<file path="config.mk">
export PLATFORM = sky130hd
export DESIGN_NAME = burst_addr_seq
export DESIGN_NICKNAME = d
export VERILOG_FILES = /design/src/rtl/burst_addr_seq_pkg.sv /design/src/rtl/burst_seq_ctrl.sv /design/src/rtl/burst_seq_state.sv /design/src/rtl/burst_seq_map.sv /design/src/rtl/burst_addr_seq.sv
export SDC_FILE = /design/constraint.sdc
export NUM_CORES = 1
export LEC_CHECK = 0
export BUFFER_PORTS_ARGS = -buffer_cell sky130_fd_sc_hd__buf_2
export CAP_MARGIN = 20
export CORE_UTILIZATION = 39
export CTS_CLUSTER_DIAMETER = 120
export DETAILED_ROUTE_END_ITERATION = 12
export GPL_TIMING_DRIVEN = 0
export PLACE_DENSITY = 0.77
export SLEW_MARGIN = 0
export SYNTH_ARGS = -nofsm -noshare
export SYNTH_HDL_FRONTEND = slang
export SYNTH_SLANG_ARGS = --single-unit
</file>
<file path="constraint.sdc">
create_clock -name clk -period 1.1 [get_ports clk]
set_input_delay 0.055 -clock clk [delete_from_list [all_inputs] [get_ports clk]]
set_output_delay 0.055 -clock clk [all_outputs]
set_load 0.05 [all_outputs]
</file>
<file path="src/rtl/burst_addr_seq_pkg.sv">
// Shared types for the burst address sequencer.
package burst_addr_seq_pkg;

    // Burst order captured at load time.
    typedef enum logic {
        ORD_LINEAR     = 1'b0,
        ORD_INTERLEAVE = 1'b1
    } burst_order_e;

    // Action taken by the state registers on a clock edge.
    typedef enum logic [1:0] {
        ACT_KEEP = 2'd0,
        ACT_LOAD = 2'd1,
        ACT_STEP = 2'd2
    } seq_action_e;

endpackage

</file>
<file path="src/rtl/burst_seq_ctrl.sv">
// Decodes hold, load and advance strobes into one action.
// Priority: hold over load over advance. Assumes strobes are synchronous.
module burst_seq_ctrl
    import burst_addr_seq_pkg::*;
(
    input  logic        hold_i,
    input  logic        load_i,
    input  logic        adv_i,
    output seq_action_e act_o
);

    // Priority decode of the incoming strobes.
    always_comb begin
        if (hold_i)      act_o = ACT_KEEP;
        else if (load_i) act_o = ACT_LOAD;
        else if (adv_i)  act_o = ACT_STEP;
        else             act_o = ACT_KEEP;
    end

endmodule

</file>
<file path="src/rtl/burst_seq_state.sv">
// Holds the burst context: upper address, start offset, beat count and order.
// Assumes the action input is already prioritised; count wraps naturally.
module burst_seq_state
    import burst_addr_seq_pkg::*;
#(
    parameter int ADDR_W = 20,
    parameter int BEAT_W = 2
) (
    input  logic                     clk,
    input  logic                     rst_n,
    input  seq_action_e              act_i,
    input  logic                     ilv_i,
    input  logic [ADDR_W-1:0]        addr_i,
    output logic [ADDR_W-BEAT_W-1:0] upper_o,
    output logic [BEAT_W-1:0]        start_o,
    output logic [BEAT_W-1:0]        count_o,
    output burst_order_e             order_o
);

    localparam int UP_W = ADDR_W - BEAT_W;

    // Context registers: captured on load, count advanced on step.
    always_ff @(posedge clk) begin
        if (!rst_n) begin
            upper_o <= '0;
            start_o <= '0;
            count_o <= '0;
            order_o <= ORD_LINEAR;
        end else begin
            case (act_i)
                ACT_LOAD: begin
                    upper_o <= addr_i[ADDR_W-1:BEAT_W];
                    start_o <= addr_i[BEAT_W-1:0];
                    count_o <= '0;
                    order_o <= burst_order_e'(ilv_i);
                end
                ACT_STEP: count_o <= count_o + 1'b1;
                default:  ;
            endcase
        end
    end

    logic unused_up;
    assign unused_up = (UP_W < 0);

endmodule

</file>
<file path="src/rtl/burst_seq_map.sv">
// Maps start offset and beat count onto the low address bits.
// Linear: modular sum. Interleaved: bitwise XOR. Purely combinational.
module burst_seq_map
    import burst_addr_seq_pkg::*;
#(
    parameter int BEAT_W = 2
) (
    input  logic [BEAT_W-1:0] start_i,
    input  logic [BEAT_W-1:0] count_i,
    input  burst_order_e      order_i,
    output logic [BEAT_W-1:0] low_o
);

    logic [BEAT_W-1:0] lin_low;
    logic [BEAT_W-1:0] ilv_low;

    // Per-bit interleave term, one XOR per offset bit.
    for (genvar b = 0; b < BEAT_W; b++) begin : g_ilv
        assign ilv_low[b] = start_i[b] ^ count_i[b];
    end

    // Linear offset wraps within the beat field width.
    assign lin_low = start_i + count_i;

    // Select the order captured at load.
    always_comb begin
        low_o = (order_i == ORD_INTERLEAVE) ? ilv_low : lin_low;
    end

endmodule

</file>
<file path="src/rtl/burst_addr_seq.sv">
// Top of the burst address sequencer. Loads an address, then steps the
// low BEAT_W bits in linear or interleaved order on each advance.
// Assumes ilv_i is static during a burst; it is read only at load.
module burst_addr_seq
    import burst_addr_seq_pkg::*;
#(
    parameter int ADDR_W = 20,
    parameter int BEAT_W = 2
) (
    input  logic              clk,
    input  logic              rst_n,
    input  logic              hold_i,
    input  logic              load_i,
    input  logic              adv_i,
    input  logic              ilv_i,
    input  logic [ADDR_W-1:0] addr_i,
    output logic [ADDR_W-1:0] addr_o
);

    localparam int UP_W = ADDR_W - BEAT_W;

    seq_action_e       act;
    logic [UP_W-1:0]   upper;
    logic [BEAT_W-1:0] start;
    logic [BEAT_W-1:0] count;
    logic [BEAT_W-1:0] low;
    burst_order_e      order;

    burst_seq_ctrl u_ctrl (
        .hold_i (hold_i),
        .load_i (load_i),
        .adv_i  (adv_i),
        .act_o  (act)
    );

    burst_seq_state #(
        .ADDR_W (ADDR_W),
        .BEAT_W (BEAT_W)
    ) u_state (
        .clk     (clk),
        .rst_n   (rst_n),
        .act_i   (act),
        .ilv_i   (ilv_i),
        .addr_i  (addr_i),
        .upper_o (upper),
        .start_o (start),
        .count_o (count),
        .order_o (order)
    );

    burst_seq_map #(
        .BEAT_W (BEAT_W)
    ) u_map (
        .start_i (start),
        .count_i (count),
        .order_i (order),
        .low_o   (low)
    );

    // Assemble the access address from fixed upper bits and mapped offset.
    assign addr_o = {upper, low};

endmodule

</file>
### Word level (Yosys, flattened, before mapping)

Index checks and enable logic that the tools add are counted.

* logic and storage cells: 16
* flip-flop bits (word level): 23

* add/sub/neg operators: 2
* equal/unequal tests: 2
* mux-type cells: 5
* bitwise operators: 2
* reductions and logical operators: 1

Operator list (count)
* two-way mux 2 bit: 4
* one-hot mux 2 bit (2 select lines): 1
* adder 2 x 1 -> 2 bit (second input constant): 1
* adder 2 bit: 1
* == test 2 x 1 -> 1 bit (second input constant): 1
* == test 2 bit (second input constant): 1
* nonzero test 2 bit: 1
* bitwise XOR 1 bit: 2

### Depth between registers and ports, before layout

Gate-level depths: netlist of the first run.

* depth after elaboration: 5
* depth in mapped cells: 4
* depth with buffers taken out: 3

### Cells and area by module

From an unflattened synthesis of the first run, not the netlist that was laid out.

* cells, all modules: 89
* area, all modules: 994.7 sq um

By module, submodules not included
* burst_seq_state: cells an instance 83, times used 1, sequential area each 460.4 sq um, area each 939.7 sq um
* burst_seq_map: cells an instance 4, times used 1, sequential area each 0.0 sq um, area each 36.3 sq um
* burst_seq_ctrl: cells an instance 2, times used 1, sequential area each 0.0 sq um, area each 18.8 sq um

### Least setup slack after synthesis of the first run

Ideal clock, no wire load.

* path type: register -> output
* start point: register u_state.count_o[0]
* end point: output port addr_o[1]
* arrival: 1.429 ns
* setup slack: -0.384 ns
* required time: 1.045 ns
* buffers on the path: 0
* stages on the path, launching flop included: 4
* path through: dfxtp_1 > ha_1 > nor2b_1 > xnor2_1

* cells in the longest elaborated chain, start to end: 2

Ends and longest elaborated chain
* from (decl): line burst_seq_state.sv:16 `output logic [BEAT_W-1:0] count_o,`
* from (signal assigned): line burst_seq_state.sv:37 `ACT_STEP: count_o <= count_o + 1'b1;`
* adder 2 bit: line burst_seq_map.sv:23 `assign lin_low = start_i + count_i;`
* two-way mux 2 bit: line burst_seq_map.sv:27 `low_o = (order_i == ORD_INTERLEAVE) ? ilv_low : lin_low;`
* to (decl): line burst_addr_seq.sv:17 `output logic [ADDR_W-1:0] addr_o`

No other way between the ends.

### Worst setup path after layout of the first run

* start point: register u_state.start_o[0]
* end point: output port addr_o[1]

* cells in the longest elaborated chain, start to end: 2

Ends and longest elaborated chain
* from (decl): line burst_seq_state.sv:15 `output logic [BEAT_W-1:0] start_o,`
* from (signal assigned): line burst_seq_state.sv:33 `start_o <= addr_i[BEAT_W-1:0];`
* adder 2 bit: line burst_seq_map.sv:23
* two-way mux 2 bit: line burst_seq_map.sv:27

No other way between the ends.

==> out/metrics.cfg, run 1 <==
[global_route]
grt_pass1_vias = 935
grt-ovfl-total = 0
groute.usage.overall = 0.2024
grt_max_degree = 14
grt_antenna_before_repair = 0
grt_pass1_wl_um = 3843

[timing]
finalSetupViolCount = 4
relSlewSlack = 0.7597
hold_viol = 0
setup_ws_ps = -218.5
rsz0062_at_grt = true
worst_pin_slew_ps = 360.4
max_freq_mhz = 758.4
finClkSkew_ps = 0.09606
slew_violations = 0
min_period_ps = 1319
fin_crit_sh = 1.199
fin_tns_setup_ps = -522.8

[route]
drt_iter0_drc = 14
vias = 965
ant_nets = 0
drc = 0
routed_wirelength_um = 2374
viasPerCell = 4.754
drt_pass1_iterations = 4
wl_per_cell_um = 11.69

[critical_path]
endpoint_kind = output pin
r2r_cells = 4
worst_setup_path_start_kind = register
cp.arrival_ps = 1260
worst_ep_required_time_ps = 1040
critPathKind = reg2out
crit_fanout = 2

[die]
std_cell_rows = 17
coreArea_sq_mm = 0.002212
die_w_um = 50.33
dieArea_sq_mm = 0.002533
die_y_um = 50.33
io_pins = 46
start_util = 0.4118

[synth]
ys_warn_count = 0
yosysSeqAreaShare = 0.5055
ys_types = 15
avgSynthCellArea_sq_um = 8.513
syn_inst = 107
syn_nets = 134
synth_seq_cells = 23
syn-cell-area_sq_um = 910.9

[cells_and_area]
area_delta_synth_final_pct = 59.61
nNetsFinal = 203
final_common_cell = buf_2
n_antenna_cell = 0
mostFrequentLayoutCells = buf_2, nand2_1, a21boi_0
postLayoutCoreUtil = 0.6572
drive_above_1_share = 0.3600
final_area_sq_mm = 0.001454
fill_cells = 185

[clock_network]
cts_tree = yes
clock_sinks = 23
cts_made_buffers = 3
clk_pin_slew_ps = 120
root_buffer = clkbuf_4
clockBufferDepth = 2
clock_latency_ps = 300
htreeDepth = 1

[min_path]
hp-class = in2reg
hold_path_depth = 3

[placed_design]
dpl.hpwl_um = 1620
gp_congestion = 0.7340
port_buffers = 45
pre_cts_ws_ps = -227.2
place_area_sq_mm = 0.001190

[power_and_ir_drop]
peakVddDrop_mv = 0.7710
p_leak_nw = 0.6502
powerDensity_mw_per_mm2 = 1139
power_mw = 1.657

[run]
maxCapViolCount = 0

[run_status]
outcome = finished with violations
violations = negative setup slack

## path summary, 6_finish.rpt
path                                          from            endpoint  slack [ps]
worst max register to register  u_state.count_o[0]  u_state.count_o[0]        -180
worst min register to register  u_state.upper_o[6]  u_state.upper_o[6]         470
worst min-delay path                    addr_i[10]  u_state.upper_o[8]           8
worst max-delay path            u_state.start_o[0]           addr_o[1]        -220
## synthesized netlist by cell type
master	count	area, sq um
dfxtp_1	23	460.4
nand2_1	43	161.4
a21oi_1	1	5.000
nor2b_1	1	6.260
or4b_1	1	10.01
or2b_1	1	7.510
and2b_2	1	8.760
a21boi_0	23	172.7
o21ai_0	2	10.01
buf_2	4	20.02
xnor2_1	2	17.52
nor2_1	1	3.750
ha_1	1	12.51
clkbuf_1	2	7.510
or4_1	1	7.510
## per-layer routing
metal  track usage  vias up  wire length, um
met3       0.04545        6               88
met4       0.08333        0               45
li1              -      481                -
met1        0.2008      452              911
met2        0.3956       26             1329
met5             0        -                0
## flip-flops by register name, indices dropped and copies added (netlist names)
signal / count
u_state.count_o: 2
u_state.order_o: 1
u_state.start_o: 2
u_state.upper_o: 18
## through the flow
step	cells	hold WS, ps
2_1_floorplan	107	199.9
5_1_grt	203	14.24
6_report	203	8.236
4_1_cts	202	1.743
3_5_place_dp	180	314.7
3_3_place_gp	180	305.6
## power by group
| group | internal [mW] | total [mW] | switching [mW] | leakage (nW) |
|---|---|---|---|---|
| Combinational | 0.159 | 0.387 | 0.228 | 0.443 |
| Sequential | 0.871 | 0.892 | 0.0211 | 0.189 |
| Clock | 0.135 | 0.378 | 0.243 | 0.0177 |
## cells by family (layout without fill, tap and decap cells)
group | count (synthesis) | in the layout | synth area share
compound gates | 26 | 26 | 0.2060
xor+xnor | 2 | 2 | 0.01923
fa+ha+maj | 1 | 1 | 0.01373
buf+inv | 6 | 74 | 0.03022
flops | 23 | 23 | 0.5055
simple gates | 49 | 49 | 0.2253
## cell type report
class                      instances  area, sq um  share of cell area
multi-input combinational         78        469.2              0.3227
sequential                        23        464.2              0.3193
timing repair buffer              64        430.4              0.2960
tap                               28        35.03             0.02410
buffer                             6        27.53             0.01893
clock buffer                       3        22.52             0.01549
clock inverter                     1        5.005            0.003442
## worst max-delay path, cell delays in order (launching register included)
cell and delay (ps):
dfxtp_2 380, ha_4 120, nor2b_4 170, xnor2_4 120
buf_6 170
## what timing repair did
action / in CTS / in global routing
pin swaps: 4 / 5
buffers inserted: 2 / 1
hold buffers: 16 / 1
hold endpoints to repair: 16 / 1
gates cloned: 0 / 0
resized for setup: 15 / 2
setup endpoints to repair: 4 / 4
Note: power is estimated with default switching activity, not from simulation.
==> inputs of run 2 (changes only) <==
--- a/config.mk
+++ b/config.mk
@@ -5,6 +5,7 @@
 export SDC_FILE = /design/constraint.sdc
 export NUM_CORES = 1
 export LEC_CHECK = 0
+export ABC_AREA = 1
 export BUFFER_PORTS_ARGS = -buffer_cell sky130_fd_sc_hd__buf_2
 export CAP_MARGIN = 20
 export CORE_UTILIZATION = 39
==> out/metrics.cfg, run 2 <==
[die]
die_y_um = 49.83
std_cell_rows = 16
dieArea_sq_mm = 0.002483
start_util = 0.4326
io_pins = 46
coreArea_sq_mm = 0.002062
die_w_um = 49.83

[global_route]
grt_pass1_wl_um = 3636
grt-ovfl-total = 0
grt_pass1_vias = 903
grt_antenna_before_repair = 0
grt_max_degree = 14
groute.usage.overall = 0.1894

[cells_and_area]
area_delta_synth_final_pct = 52.17
reg_top3 = u_state.upper_o x18, u_state.count_o x2, u_state.start_o x2
postLayoutCoreUtil = 0.6584
multi_input_area_sq_um = 387.9
drive_above_1_share = 0.3681
register_area_sq_um = 462.9
mostFrequentLayoutCells = nor2_1, buf_2, dfxtp_1
top_register = u_state.upper_o
fill_cells = 180
n_antenna_cell = 0
nNetsFinal = 210
largest_reg_flops = 18

[route]
vias = 955
drt_iter0_drc = 10
wl_met2_um = 1225
m1WireLength_um = 868
viasPerCell = 4.569
maxUsedRoutingLayer = met4
routed_wirelength_um = 2191
ant_nets = 0
dr_wl_met3_um = 57
wl_per_cell_um = 10.48
drt_pass1_iterations = 4
drc = 0

[synth]
synth_most_common_cell = nor2_1
ys_types = 16
avgSynthCellArea_sq_um = 7.434
ys_warn_count = 0
syn_inst = 120
yosys-top-cells-count = nor2_1, dfxtp_1, o21ai_0
synthTopCellsByArea = dfxtp_1, nor2_1, o21ai_0
syn-cell-area_sq_um = 892.1
synth_top_flop_cell = dfxtp_1
syn_nets = 147
synth_top_area_share = 0.5161
synth.largest_area_cell = dfxtp_1
synth_edf_count = 0
yosysSeqAreaShare = 0.5161
synthArstFlopShare = 0
synth_seq_cells = 23

[power_and_ir_drop]
powerDensity_mw_per_mm2 = 1304
p_leak_nw = 0.6633
peakVddDrop_mv = 0.7278

[min_path]
hp-class = in2reg
min_delay_worst_endpoint = u_state.upper_o[12]
min_from = addr_i[14]
hold_path_depth = 3

[clock_network]
htreeDepth = 1
clock_latency_ps = 300
cts_tree = yes
clock_sinks = 23
clk_pin_slew_ps = 130
root_buffer = clkbuf_4
clockBufferDepth = 2
cts_made_buffers = 3

[timing]
max_freq_mhz = 721.1
worst_pin_slew_ps = 233.1
rsz0062_at_grt = true
relSlewSlack = 0.8429
fin_crit_sh = 1.261
finalSetupViolCount = 2
setup_ws_ps = -286.7
hold_ws_ps = 9.123
hold_viol = 0
slew_violations = 0
finClkSkew_ps = 5.664
min_period_ps = 1387

[critical_path]
worst_ep_required_time_ps = 1040
r2r_cells = 6
worst_setup_path_start_kind = register
rrSetupSlack_ps = 190
critPathKind = reg2out
endpoint_kind = output pin
reg2reg_from = u_state.count_o[0]
cp.arrival_ps = 1330
reg2reg_to = u_state.count_o[1]
crit_fanout = 2

[run_status]
violations = negative setup slack
outcome = finished with violations

[placed_design]
gp_congestion = 0.6994
dpl.hpwl_um = 1479
port_buffers = 45

[run]
maxCapViolCount = 0

run 2: changes by cell type in the layout (fill, tap and decap cells not counted), moves of 3 or more:
| cell | change |
|---|---|
| inv_2 | +3 |
| o21ai_0 | +15 |
| nand2_2 | +3 |
| nand2_1 | -36 |
| inv_1 | +4 |
| a21boi_0 | -21 |
| o21ai_1 | +5 |
| dlygate4sd3_1 | -5 |
| nor2_1 | +44 |
run 2: repair_timing:
| item | in CTS | in global routing |
|---|---|---|
| hold buffers | 11 | 1 |
| buffers inserted | 1 | 0 |
| pin swaps | 0 | 4 |
| gates resized for setup | 10 | 4 |
| endpoints found under the hold margin | 11 | 1 |
| endpoints found under the setup margin | 2 | 2 |
run 2: cell type report:
cell class                      count  area share
Buffer                              6     0.02857
Clock buffer                        3     0.01659
Clock inverter                      1    0.003687
Multi-Input combinational cell     83      0.2857
Tap cell                           27     0.02488
Inverter                            8     0.02488
Sequential cell                    23      0.3410
Timing Repair Buffer               58      0.2747
run 2: critical path: stages, from the launching register on:
cell and delay [ps]:
dfxtp_2 380, ha_4 130, inv_2 40, nor2_4 110
inv_1 40, nand2_1 70, nand2_2 60, clkinvlp_4 70
buf_8 130
run 2: where the power goes:
| part | switching [mW] | leakage [nW] | internal (mW) |
|---|---|---|---|
| registers | 0.0288 | 0.190 | 0.886 |
| clock network | 0.245 | 0.0177 | 0.135 |
| logic | 0.305 | 0.455 | 0.169 |
| total | 0.579 | 0.663 | 1.19 |
run 2: worst max-delay path by stage:
stage / startpoint / endpoint / slack, ps / cells after the start
detailed placement: u_state.count_o[0] / addr_o[1] / -160 / 8
global placement: u_state.count_o[0] / addr_o[1] / -100 / 8
floorplan: u_state.count_o[0] / addr_o[1] / 10 / 6
global route: u_state.count_o[0] / addr_o[1] / -370 / 8
finish: u_state.count_o[0] / addr_o[1] / -290 / 8
CTS: u_state.start_o[0] / addr_o[1] / -290 / 8
run 2: logic make-up after synthesis:
| kind of cell | after synthesis | synth area share |
|---|---|---|
| AOI/OAI and AO/OA | 24 | 0.1346 |
| and+or+nand+nor | 56 | 0.2384 |
| DFF | 23 | 0.5161 |
| adders and majority gates | 1 | 0.01402 |
| buffers and inverters | 14 | 0.07714 |
| xor gates and xnor gates | 2 | 0.01964 |
run 2: metal layers:
layer / track usage / up-vias
li1: - / 495
met1: 0.2068 / 434
met2: 0.3536 / 22
met3: 0.02160 / 4
met4: 0.09524 / 0
met5: 0 / -
run 2: per-stage QoR:
step	instances	TNS, ps	area (sq um)	worst slack, ps	power (mW)
global route	209	-429.4	1358	-371.0	1.870
detailed placement	192	-163.4	1155	-163.4	1.345
finish	209	-302.7	1358	-286.7	1.770
global placement	192	-103.8	1155	-103.8	1.333
floorplan	120	0	895.9	13.81	1.229
CTS	208	-305.6	1336	-285.8	1.768
